[src/rtl/adc_trig_pkg.sv]
package adc_trig_pkg;
  localparam int unsigned TRIG_SEL_W = 3;

  typedef enum logic [TRIG_SEL_W-1:0] {
    SRC_FREE_RUN = 3'd0,
    SRC_ACOMP    = 3'd1,
    SRC_EXT_IRQ0 = 3'd2,
    SRC_T0_CMPA  = 3'd3,
    SRC_T0_OVF   = 3'd4,
    SRC_T1_CMPB  = 3'd5,
    SRC_T1_OVF   = 3'd6,
    SRC_T1_CAPT  = 3'd7
  } trig_src_e;

  localparam int unsigned REG_CTRL_ADDR = 0;
  localparam int unsigned REG_SEL_ADDR  = 1;
  localparam int unsigned CTRL_EN_BIT   = 0;
  localparam int unsigned CTRL_AUTO_BIT = 1;
endpackage

[src/rtl/adc_trig_regs.sv]
module adc_trig_regs #(
  parameter int unsigned DATA_W = 8,
  parameter int unsigned SEL_W  = 3,
  parameter int unsigned ADDR_W = 1
) (
  input  logic              clk,
  input  logic              rst,
  input  logic              wr_en,
  input  logic [ADDR_W-1:0] addr,
  input  logic [DATA_W-1:0] wdata,
  output logic              conv_en,
  output logic              auto_en,
  output logic [SEL_W-1:0]  sel,
  output logic [SEL_W-1:0]  sel_next,
  output logic              fr_entry,
  output logic [DATA_W-1:0] rdata
);
  import adc_trig_pkg::*;

  localparam logic [ADDR_W-1:0] A_CTRL = ADDR_W'(REG_CTRL_ADDR);
  localparam logic [ADDR_W-1:0] A_SEL  = ADDR_W'(REG_SEL_ADDR);

  logic             wr_ctrl, wr_sel;
  logic [DATA_W-1:0] rd_mux;
  logic             unused_wbits;

  assign wr_ctrl      = wr_en && (addr == A_CTRL);
  assign wr_sel       = wr_en && (addr == A_SEL);
  assign unused_wbits = ^wdata[DATA_W-1:SEL_W];

  assign sel_next = wr_sel ? wdata[SEL_W-1:0] : sel;
  assign fr_entry = wr_sel && (wdata[SEL_W-1:0] == '0) && (sel != '0);

  always_comb begin
    rd_mux = '0;
    if (addr == A_CTRL) begin
      rd_mux[CTRL_EN_BIT]   = conv_en;
      rd_mux[CTRL_AUTO_BIT] = auto_en;
    end else if (addr == A_SEL) begin
      rd_mux[SEL_W-1:0] = sel;
    end
  end

  always_ff @(posedge clk) begin
    if (rst) begin
      conv_en <= 1'b0;
      auto_en <= 1'b0;
      sel     <= '0;
      rdata   <= '0;
    end else begin
      rdata <= rd_mux;
      if (wr_ctrl) begin
        conv_en <= wdata[CTRL_EN_BIT];
        auto_en <= wdata[CTRL_AUTO_BIT];
      end
      if (wr_sel) sel <= wdata[SEL_W-1:0];
    end
  end

  // the select register takes only its field from a write
  a_r10_sel_field_only: assert property (@(posedge clk) disable iff (rst)
    wr_sel |=> (sel == $past(wdata[SEL_W-1:0])));

  // readback of the control register follows one cycle later
  a_r12_ctrl_readback: assert property (@(posedge clk) disable iff (rst)
    (addr == A_CTRL && !wr_en) |=> (rdata[CTRL_EN_BIT] == conv_en));
endmodule

[src/rtl/adc_trig_src_mux.sv]
module adc_trig_src_mux #(
  parameter int unsigned SEL_W = 3
) (
  input  logic                    conv_done,
  input  logic [(1<<SEL_W)-1:1]   evt_flags,
  input  logic [SEL_W-1:0]        sel,
  input  logic [SEL_W-1:0]        sel_next,
  output logic                    flag_cur,
  output logic                    flag_next
);
  localparam int unsigned NUM_SRC = 1 << SEL_W;

  logic [NUM_SRC-1:0] src_vec;

  assign src_vec[0] = conv_done;
  for (genvar gi = 1; gi < NUM_SRC; gi++) begin : g_src
    assign src_vec[gi] = evt_flags[gi];
  end

  assign flag_cur  = src_vec[sel];
  assign flag_next = src_vec[sel_next];
endmodule

[src/rtl/adc_trig_edge.sv]
module adc_trig_edge (
  input  logic clk,
  input  logic rst,
  input  logic flag_cur,
  input  logic flag_next,
  input  logic fr_entry,
  output logic rise
);
  logic prev_q;

  always_ff @(posedge clk) begin
    if (rst)           prev_q <= 1'b0;
    else if (fr_entry) prev_q <= flag_next;
    else               prev_q <= flag_cur;
  end

  assign rise = flag_cur && !prev_q;

  // entering free-running mode with an unchanged flag never gives an edge
  a_r6_fr_entry_quiet: assert property (@(posedge clk) disable iff (rst)
    ($past(fr_entry) && (flag_cur == $past(flag_next))) |-> !rise);

  // a flag seen high on two edges in a row without a mode entry has no edge
  a_r3_level_no_edge: assert property (@(posedge clk) disable iff (rst)
    (flag_cur && $past(flag_cur) && !$past(fr_entry) && $stable(flag_cur)) |-> !rise);
endmodule

[src/rtl/adc_trig_sel.sv]
module adc_trig_sel #(
  parameter int unsigned SEL_W  = 3,
  parameter int unsigned DATA_W = 8,
  parameter int unsigned ADDR_W = 1
) (
  input  logic                  clk,
  input  logic                  rst,
  input  logic [(1<<SEL_W)-1:1] evt_flags,
  input  logic                  conv_done,
  input  logic                  conv_busy,
  input  logic                  reg_wr,
  input  logic [ADDR_W-1:0]     reg_addr,
  input  logic [DATA_W-1:0]     reg_wdata,
  output logic [DATA_W-1:0]     reg_rdata,
  output logic                  conv_start
);
  logic             conv_en, auto_en, fr_entry;
  logic [SEL_W-1:0] sel, sel_next;
  logic             flag_cur, flag_next, rise;

  adc_trig_regs #(.DATA_W(DATA_W), .SEL_W(SEL_W), .ADDR_W(ADDR_W)) u_regs (
    .clk(clk), .rst(rst), .wr_en(reg_wr), .addr(reg_addr), .wdata(reg_wdata),
    .conv_en(conv_en), .auto_en(auto_en), .sel(sel), .sel_next(sel_next),
    .fr_entry(fr_entry), .rdata(reg_rdata)
  );

  adc_trig_src_mux #(.SEL_W(SEL_W)) u_mux (
    .conv_done(conv_done), .evt_flags(evt_flags), .sel(sel), .sel_next(sel_next),
    .flag_cur(flag_cur), .flag_next(flag_next)
  );

  adc_trig_edge u_edge (
    .clk(clk), .rst(rst), .flag_cur(flag_cur), .flag_next(flag_next),
    .fr_entry(fr_entry), .rise(rise)
  );

  always_ff @(posedge clk) begin
    if (rst) conv_start <= 1'b0;
    else     conv_start <= auto_en && conv_en && !conv_busy && rise;
  end

  // no automatic start with auto-trigger disabled
  a_r2_auto_gate: assert property (@(posedge clk) disable iff (rst)
    !auto_en |=> !conv_start);

  // no start with the converter disabled
  a_r5_enable_gate: assert property (@(posedge clk) disable iff (rst)
    !conv_en |=> !conv_start);

  // busy drops the request
  a_r8_busy_drop: assert property (@(posedge clk) disable iff (rst)
    conv_busy |=> !conv_start);

  // a start is always preceded by an edge seen by the detector
  a_r9_start_from_edge: assert property (@(posedge clk) disable iff (rst)
    conv_start |-> $past(rise));
endmodule

[config.mk]
export PLATFORM = sky130hd
export DESIGN_NAME = adc_trig_sel
export DESIGN_NICKNAME = d
export VERILOG_FILES = /design/src/rtl/adc_trig_pkg.sv /design/src/rtl/adc_trig_regs.sv /design/src/rtl/adc_trig_src_mux.sv /design/src/rtl/adc_trig_edge.sv /design/src/rtl/adc_trig_sel.sv
export SDC_FILE = /design/constraint.sdc
export NUM_CORES = 1
export LEC_CHECK = 0
export BUFFER_PORTS_ARGS = -buffer_cell sky130_fd_sc_hd__buf_2
export CORE_AREA = 2 2 39 41
export CTS_BUF_LIST = sky130_fd_sc_hd__clkbuf_4 sky130_fd_sc_hd__clkbuf_8 sky130_fd_sc_hd__clkbuf_16
export DETAILED_ROUTE_END_ITERATION = 10
export DIE_AREA = 0 0 41 43
export GPL_TIMING_DRIVEN = 0
export PLACE_DENSITY = 0.73
export SYNTH_ARGS = -nofsm -noshare
export SYNTH_HDL_FRONTEND = slang
export SYNTH_SLANG_ARGS = --single-unit
export TNS_END_PERCENT = 100
[constraint.sdc]
create_clock -name clk -period 2.9 [get_ports clk]
set_input_delay 0.145 -clock clk [delete_from_list [all_inputs] [get_ports clk]]
set_output_delay 0.145 -clock clk [all_outputs]
set_load 0.005 [all_outputs]
# == After elaboration in Yosys (flattened, before gate mapping) ==
# Cells that the tools add are included.
# word_totals
register_bits,15
input_bits,21
out_inout_bits,9
elab_cells,31
# op_classes
bitwise,1
mux,7
n_reduce_logical,13
magnitude_cmp,2
# op_table
operator,n
1-bit logical AND,8
"3-bit by 4-bit < comparator with 1-bit output, second input constant",2
1-bit binary-select mux with 3-bit select,2
3-bit zero test,1
1-bit 2-to-1 mux,3
3-bit 2-to-1 mux,1
3-bit nonzero test,1
1-bit zero test,2
2-bit 2-to-1 mux,1
2-bit OR reduction,1
1-bit inverter,1

# == Depth between registers and ports, before layout ==
# Gate-level depths: netlist of the first run.
# depth
word_depth,5
mapped_depth,5
depth_no_buf,4

# == By module ==
# A second synthesis of the first run with hierarchy kept.
# unflattened
cells_unflattened,47
hier_area_um2,563.0
# by_module_without_submodules
module,cells_per_inst,area_each_um2,seq_area_each_um2,instances
adc_trig_regs,34,360.3,160.2,1
adc_trig_src_mux,6,127.6,0.0,1
adc_trig_edge,4,40.0,20.0,1
adc_trig_sel,3,35.0,20.0,1

# == Worst setup path after synthesis of the first run ==
# No wires, ideal clock.
# synth_path
kind,register -> register
start,register u_regs.sel[0]
end,register u_edge.prev_q
setup_time_ps,116
t_arrival_ps,1392
path_slack_ps,1391
path_buffers,0
t_required_ps,2784
path_stages_with_launch,5
period_less_slack_ps,1509
path_cell_list,dfxtp_1 > mux4_1 > a22oi_1 > nor2_1 > a41o_1
# synth_via
elab_chain_len,4
elab_cells_between_ends,8
classes_between,mux: 6; reduce/logical: 2
# synth_lines
element,line_no,text
"start, declared",adc_trig_regs.sv:13,"output logic [SEL_W-1:0] sel,"
"start signal, assigned",adc_trig_regs.sv:56,if (wr_sel) sel <= wdata[SEL_W-1:0];
3-bit 2-to-1 mux,adc_trig_regs.sv:31,assign sel_next = wr_sel ? wdata[SEL_W-1:0] : sel;
1-bit binary-select mux with 3-bit select,adc_trig_src_mux.sv:21,assign flag_next = src_vec[sel_next];
1-bit 2-to-1 mux (not written as such),adc_trig_src_mux.sv:21,
1-bit 2-to-1 mux (*),adc_trig_edge.sv:13,else if (fr_entry) prev_q <= flag_next;
"end signal, assigned",adc_trig_edge.sv:13,
"end signal, assigned",adc_trig_edge.sv:14,else prev_q <= flag_cur;
"end, declared",adc_trig_edge.sv:9,logic prev_q;
# Every way passes the cells marked *; elsewhere a longest branch is shown, timed or not. The select of a mux whose other input is x is not followed.
# A chain may end at the register's enable or synchronous reset.

# == Worst setup path in the final report of the first run ==
# Ends and elaborated chain as after synthesis.

==> metrics.md, run 1 <==
| Metric | Value |
|---|---|
| Top cells by count, synth | dfxtp_1, nor2_1, mux2i_1, buf_4 |
| Critical path launch point type | flip-flop |
| Post-synth EDFFs | 0 |
| Setup violators final | 0 |
| Worst Setup SP | u_regs.sel[0]$_SDFF_PP0_ |
| CP Capture Type | flip-flop |
| Die width | 41 um |
| Largest net degree at the start of global routing | 11 |
| Die Y | 43 um |
| Vias in the first global route | 318 |
| FF-to-FF Start | u_regs.sel[0]$_SDFF_PP0_ |
| WP data required | 3.06 ns |
| CTS tree | yes |
| Final Hold Vio Count | 0 |
| Crit-path max cell delay | 0.59 ns |
| Worst EP arrival | 1.81 ns |
| RD Place Congestion | 0.679 |
| Initial antenna violation count | 0 |
| Clk root buf | clkbuf_4 |
| Post-synth cell types | 20 |
| Full die area | 0.00176 mm^2 |
| RSZ-0062 raised after global routing | no |
| Core footprint | 0.00138 mm^2 |
| Worst vdd ir | 0.199 mV |
| Total routed wirelength | 910 um |
| GRT Total Usage | 0.117 |
| Tightest Hold Check Type | input pin to flip-flop |
| DRT antenna net count | 0 |
| I/O pin count | 30 |
| CTS buffer count | 3 |
| Post-Layout Cell Count | 89 |
| Gate Count Post-Synth | 48 |
| Mapped Area | 509 um^2 |
| Max Freq | 608 MHz |
| Clock Tree Buf Depth | 2 |
| Vias | 399 |
| Placed cells | 86 |
| Clock sinks | 10 |
| Hold_buf cts | 0 |
| Ant. Diodes | 0 |
| Critical path cell sequence | mux4_1, a22oi_1, nor2_1, a41o_1 |
| Flop-to-flop setup slack | 1.26 ns |
| Seq cells post-synth | 10 |
| CP max-delay cell | mux4_1 |
| Worst skew pair latency | 0.26 ns |
| Fin crit share | 0.567 |
| First-pass iteration count of the detailed router | 3 |
| Worst-path clk slew | 0.06 ns |
| Final net count | 96 |
| Drt wl/cell | 10.2 um |
| Ys async rst share | 0 |
| Row Count | 14 |
| Port-buffer cells | 18 |
| Ys flop type | dfxtp_1 |
| Drt drc | 0 |
| Sequential-to-total area share from yosys stat | 0.393 |
| Setup Skew | 0.00297 ns |
| Post-synth top area cell | dfxtp_1 |
| First-pass GRT wire length | 1350 um |
| Max-cap viol count | 0 |
| P&R area growth vs syn | 29.0% |
| Gr ovfl total | 0 |
| Initial core utilization | 0.368 |
| Largest cells by area after synthesis | dfxtp_1, mux2i_1, mux4_1, buf_4, nor2_1 |
| Status | finished clean |
| Lkg Pwr | 0.336 nW |
| Avg Inst Size Synth | 10.6 um^2 |
| Yosys Warn Count | 0 |
| Final Max Slew Viols | 0 |
| CP Buf/Inv Count | 0 |
| H-tree depth | 1 |
| Setup bufs post-CTS | 0 |
| Starting DRT DRC Count | 4 |
| Cell with the most instances after synthesis | dfxtp_1 |
| Share of cells above drive strength 1 | 0.425 |
| Hold path start | conv_busy |
| Pwr/cell area | 439 mW/mm^2 |
| Max FO, Critical Path | 5 |
| Crit Path Class | flip-flop to flip-flop |
| Synth top area share | 0.393 |
| Setup total negative slack | 0 ns |
| Min Clock Period, post-route | 1.64 ns |
| Via density | 4.48 |
| Post-cts sizing count | 0 |
| Worst path top cell family by delay | multiplexers |
[cells in the final DEF (no fill, tap or decap), types with 2 or more instances in the layout]
cell type,count
mux2i_1,6
nor2_1,9
buf_4,5
clkbuf_4,3
mux4_1,2
dfxtp_1,10
nor3_1,2
conb_1,5
buf_2,18
[cell families (layout without fill, tap and decap cells)]
logic type	count (synthesis)	after routing	share of synthesized area
buffers and inverters	7	28	0.0884
multiplexers	10	10	0.292
flip-flops	10	10	0.393
other	1	5	0.00736
AND/OR/NAND/NOR	18	18	0.184
AO/OA/AOI/OAI	2	2	0.0344
[report_power, final]
part / internal (W) / switching [W] / total (W)
clock: 0.0000478 / 0.0000449 / 0.0000928
combinational: 0.0000281 / 0.0000194 / 0.0000475
sequential: 0.000143 / 0.00000444 / 0.000148
[layer usage]
metal / wire length [um] / global-route usage / vias up
met5: 0 / 0 / -
met4: 23 / 0.0800 / 0
met3: 90 / 0.0471 / 3
met2: 418 / 0.169 / 16
met1: 378 / 0.135 / 169
li1: - / - / 211
[path summary, 6_finish.rpt]
kind,to,cells past startpoint
max,u_edge.prev_q$_SDFF_PP0_,4
min,conv_start$_SDFF_PP0_,2
max reg2reg,u_edge.prev_q$_SDFF_PP0_,4
min reg2reg,conv_start$_SDFF_PP0_,1
[per-stage QoR]
step	utilization	setup WS [ns]	power (W)	instance area, um^2	hold WS [ns]
detailed placement	0.458	1.27	0.000199	634	0.311
CTS	0.475	1.26	0.000292	657	0.0251
global route	0.475	1.17	0.000305	657	0.0323
finish	0.475	1.26	0.000288	657	0.0314
floorplan	-	1.39	0.000181	524	0.221
global placement	0.458	1.29	0.000198	634	0.312
[flip-flops by register name, indices dropped and copies added (netlist names)]
signal,count
u_regs.auto_en,1
u_regs.rdata,3
conv_start,1
u_regs.sel,3
u_regs.conv_en,1
u_edge.prev_q,1
[final cells by class]
type,instances,area [um^2]
clock buffer,3,22.5
fill,146,727
multi-input combinational,35,279
inverter,1,3.75
tap,16,20.0
sequential,10,200
buffer,6,41.3
timing repair buffer,18,90.1
Note: power is estimated with default switching activity, not from simulation.
==> run 2: changes to the inputs <==
- clock period: 2.9 -> 1.55 ns (I/O delays scaled with it)
==> run 2 against run 1 <==
Against the previous run: design area is 2.3% higher; final cell count is 1.1% higher; non-clock buffer count is 1 higher; core utilization is 1.1 points higher; sequential share of layout area is 0.12 points lower; hold slack better by 0.071 ns; sequential power is 86% higher; wire length is 2.2% higher; via count is 1.0% higher; die area stayed put; setup slack worse by 1.2 ns; largest power group unchanged.
==> metrics.md, run 2 (synthesis gave the netlist of run 1 again) <==
| Metric | Value |
|---|---|
| Switching share of total power | 0.236 |
| RSZ-0062 raised after global routing | no |
| Clk root buf | clkbuf_4 |
| Max FO, Critical Path | 5 |
| Worst skew pair latency | 0.26 ns |
| First-pass GRT wire length | 1370 um |
| Final Hold Vio Count | 0 |
| DRT antenna net count | 0 |
| Via density | 4.48 |
| DP Area | 634 um^2 |
| Hold path start | reg_wdata[2] |
| Critical path launch point type | flip-flop |
| Row Count | 14 |
| CP max-delay cell | mux4_1 |
| CP Capture Type | flip-flop |
| Lkg Pwr | 0.338 nW |
| Worst Setup SP | u_regs.sel[0]$_SDFF_PP0_ |
| Status | finished clean |
| Gr ovfl total | 0 |
| Sw Pwr | 0.000127 W |
| Crit Path Class | flip-flop to flip-flop |
| Clock Tree Buf Depth | 2 |
| Worst-path clk slew | 0.06 ns |
| Core footprint | 0.00138 mm^2 |
| GRT Total Usage | 0.119 |
| Setup bufs post-CTS | 0 |
| CTS buffer count | 3 |
| I/O pin count | 30 |
| Internal power | 0.000412 W |
| Setup total negative slack | 0 ns |
| Vias in the first global route | 319 |
| Commonest cells after routing, fill and taps aside | buf_2, nor2_1, dfxtp_1 |
| Routed length on met2 | 452 um |
| Pre-CTS setup slack | -0.0839 ns |
| Ant. Diodes | 0 |
| Tightest Hold Check Type | input pin to flip-flop |
| Worst EP arrival | 1.65 ns |
| Final Max Slew Viols | 0 |
| Final instance area | 672 um^2 |
| Crit-path max cell delay | 0.56 ns |
| Setup Skew | 0.00245 ns |
| Worst path top cell family by delay | multiplexers |
| CTS tree | yes |
| Gate power share | 0.174 |
| Setup violators final | 0 |
| Total routed wirelength | 930 um |
| Full die area | 0.00176 mm^2 |
| Met3 WL post-DR | 71 um |
| Pwr/cell area | 803 mW/mm^2 |
| Clock sinks | 10 |
| Die Y | 43 um |
| Min Clock Period, post-route | 1.49 ns |
| P&R area growth vs syn | 31.9% |
| FF-to-FF Start | u_regs.sel[0]$_SDFF_PP0_ |
| Share of cells above drive strength 1 | 0.459 |
| Max Freq | 671 MHz |
| Fin crit share | 0.961 |
| Final net count | 97 |
| RD Place Congestion | 0.679 |
| Drt wl/cell | 10.3 um |
| Worst vdd ir | 0.371 mV |
| Sequential share of power | 0.511 |
| CP Buf/Inv Count | 0 |
| Vias | 403 |
| Setup ws final | 0.0599 ns |
| Initial core utilization | 0.368 |
| Port-buffer cells | 18 |
| Starting DRT DRC Count | 3 |
| Critical path cell sequence | mux4_1, a22oi_2, nor2_1, a41o_1 |
| Largest regs | u_regs.rdata (3), u_regs.sel (3) |
| Most common cell after layout, fill and taps aside | buf_2 |
| Max-cap viol count | 0 |
| Largest net degree at the start of global routing | 11 |
| Flop-to-flop setup slack | 0.06 ns |
| WP data required | 1.71 ns |
| Top routing layer in use | met3 |
| First-pass iteration count of the detailed router | 2 |
| Drt drc | 0 |
| Die width | 41 um |
| Initial antenna violation count | 0 |
| Final core occ | 0.486 |
| H-tree depth | 1 |
| WL met1 | 406 um |
| Clock network fraction of design power | 0.314 |
==> run 2: cell types whose count changed in the layout (fill, tap and decap cells not counted), sizes merged <==
cell         previous run  this run
dlygate4sd3             0         1
==> run 2: tightest hold or removal path, stage by stage <==
cell and delay (ns):
buf_2 0.09, mux2i_1 0.08, nor2_1 0.08
==> run 2: power groups by stage <==
stage	Combinational [W]	Clock [W]	Sequential (W)
after CTS	0.0000938	0.000181	0.000277
after global placement	0.0000881	0	0.000282
final	0.0000941	0.000170	0.000276
after floorplan	0.0000590	0	0.000280
after detailed placement	0.0000892	0	0.000282
after global routing	0.000104	0.000193	0.000277
==> run 2: layout make-up <==
class / count / area [um^2]
Fill cell: 147 / 712
Multi-Input combinational cell: 35 / 280
Sequential cell: 10 / 204
Timing Repair Buffer: 19 / 100
Buffer: 6 / 41.3
Clock buffer: 3 / 22.5
Tap cell: 16 / 20.0
Inverter: 1 / 3.75
==> run 2: worst paths after layout <==
| path | to | cells after the start |
|---|---|---|
| worst max-delay path | u_edge.prev_q$_SDFF_PP0_ | 4 |
| worst max register to register | u_edge.prev_q$_SDFF_PP0_ | 4 |
| worst min register to register | conv_start$_SDFF_PP0_ | 1 |
| worst min-delay path | u_regs.sel[2]$_SDFF_PP0_ | 3 |
==> run 2: metal layers <==
metal / global-route usage / up-vias
li1: - / 213
met5: 0 / -
met1: 0.132 / 177
met3: 0.0471 / 0
met2: 0.178 / 13
met4: 0.0800 / 0
==> run 2: repair_timing <==
item,in CTS,in global routing
hold buffers,1,0
gates resized for setup,2,2
setup endpoints to repair,1,1
endpoints found under the hold margin,1,0
pin swaps,0,1
cloned,0,0
==> run 2: through the flow <==
stage               cells  total power, W  hold WS [ns]
global route           90        0.000574        0.0995
global placement       86        0.000370         0.244
detailed placement     86        0.000371         0.243
floorplan              52        0.000339         0.153
CTS                    90        0.000552        0.0910
finish                 90        0.000540         0.103
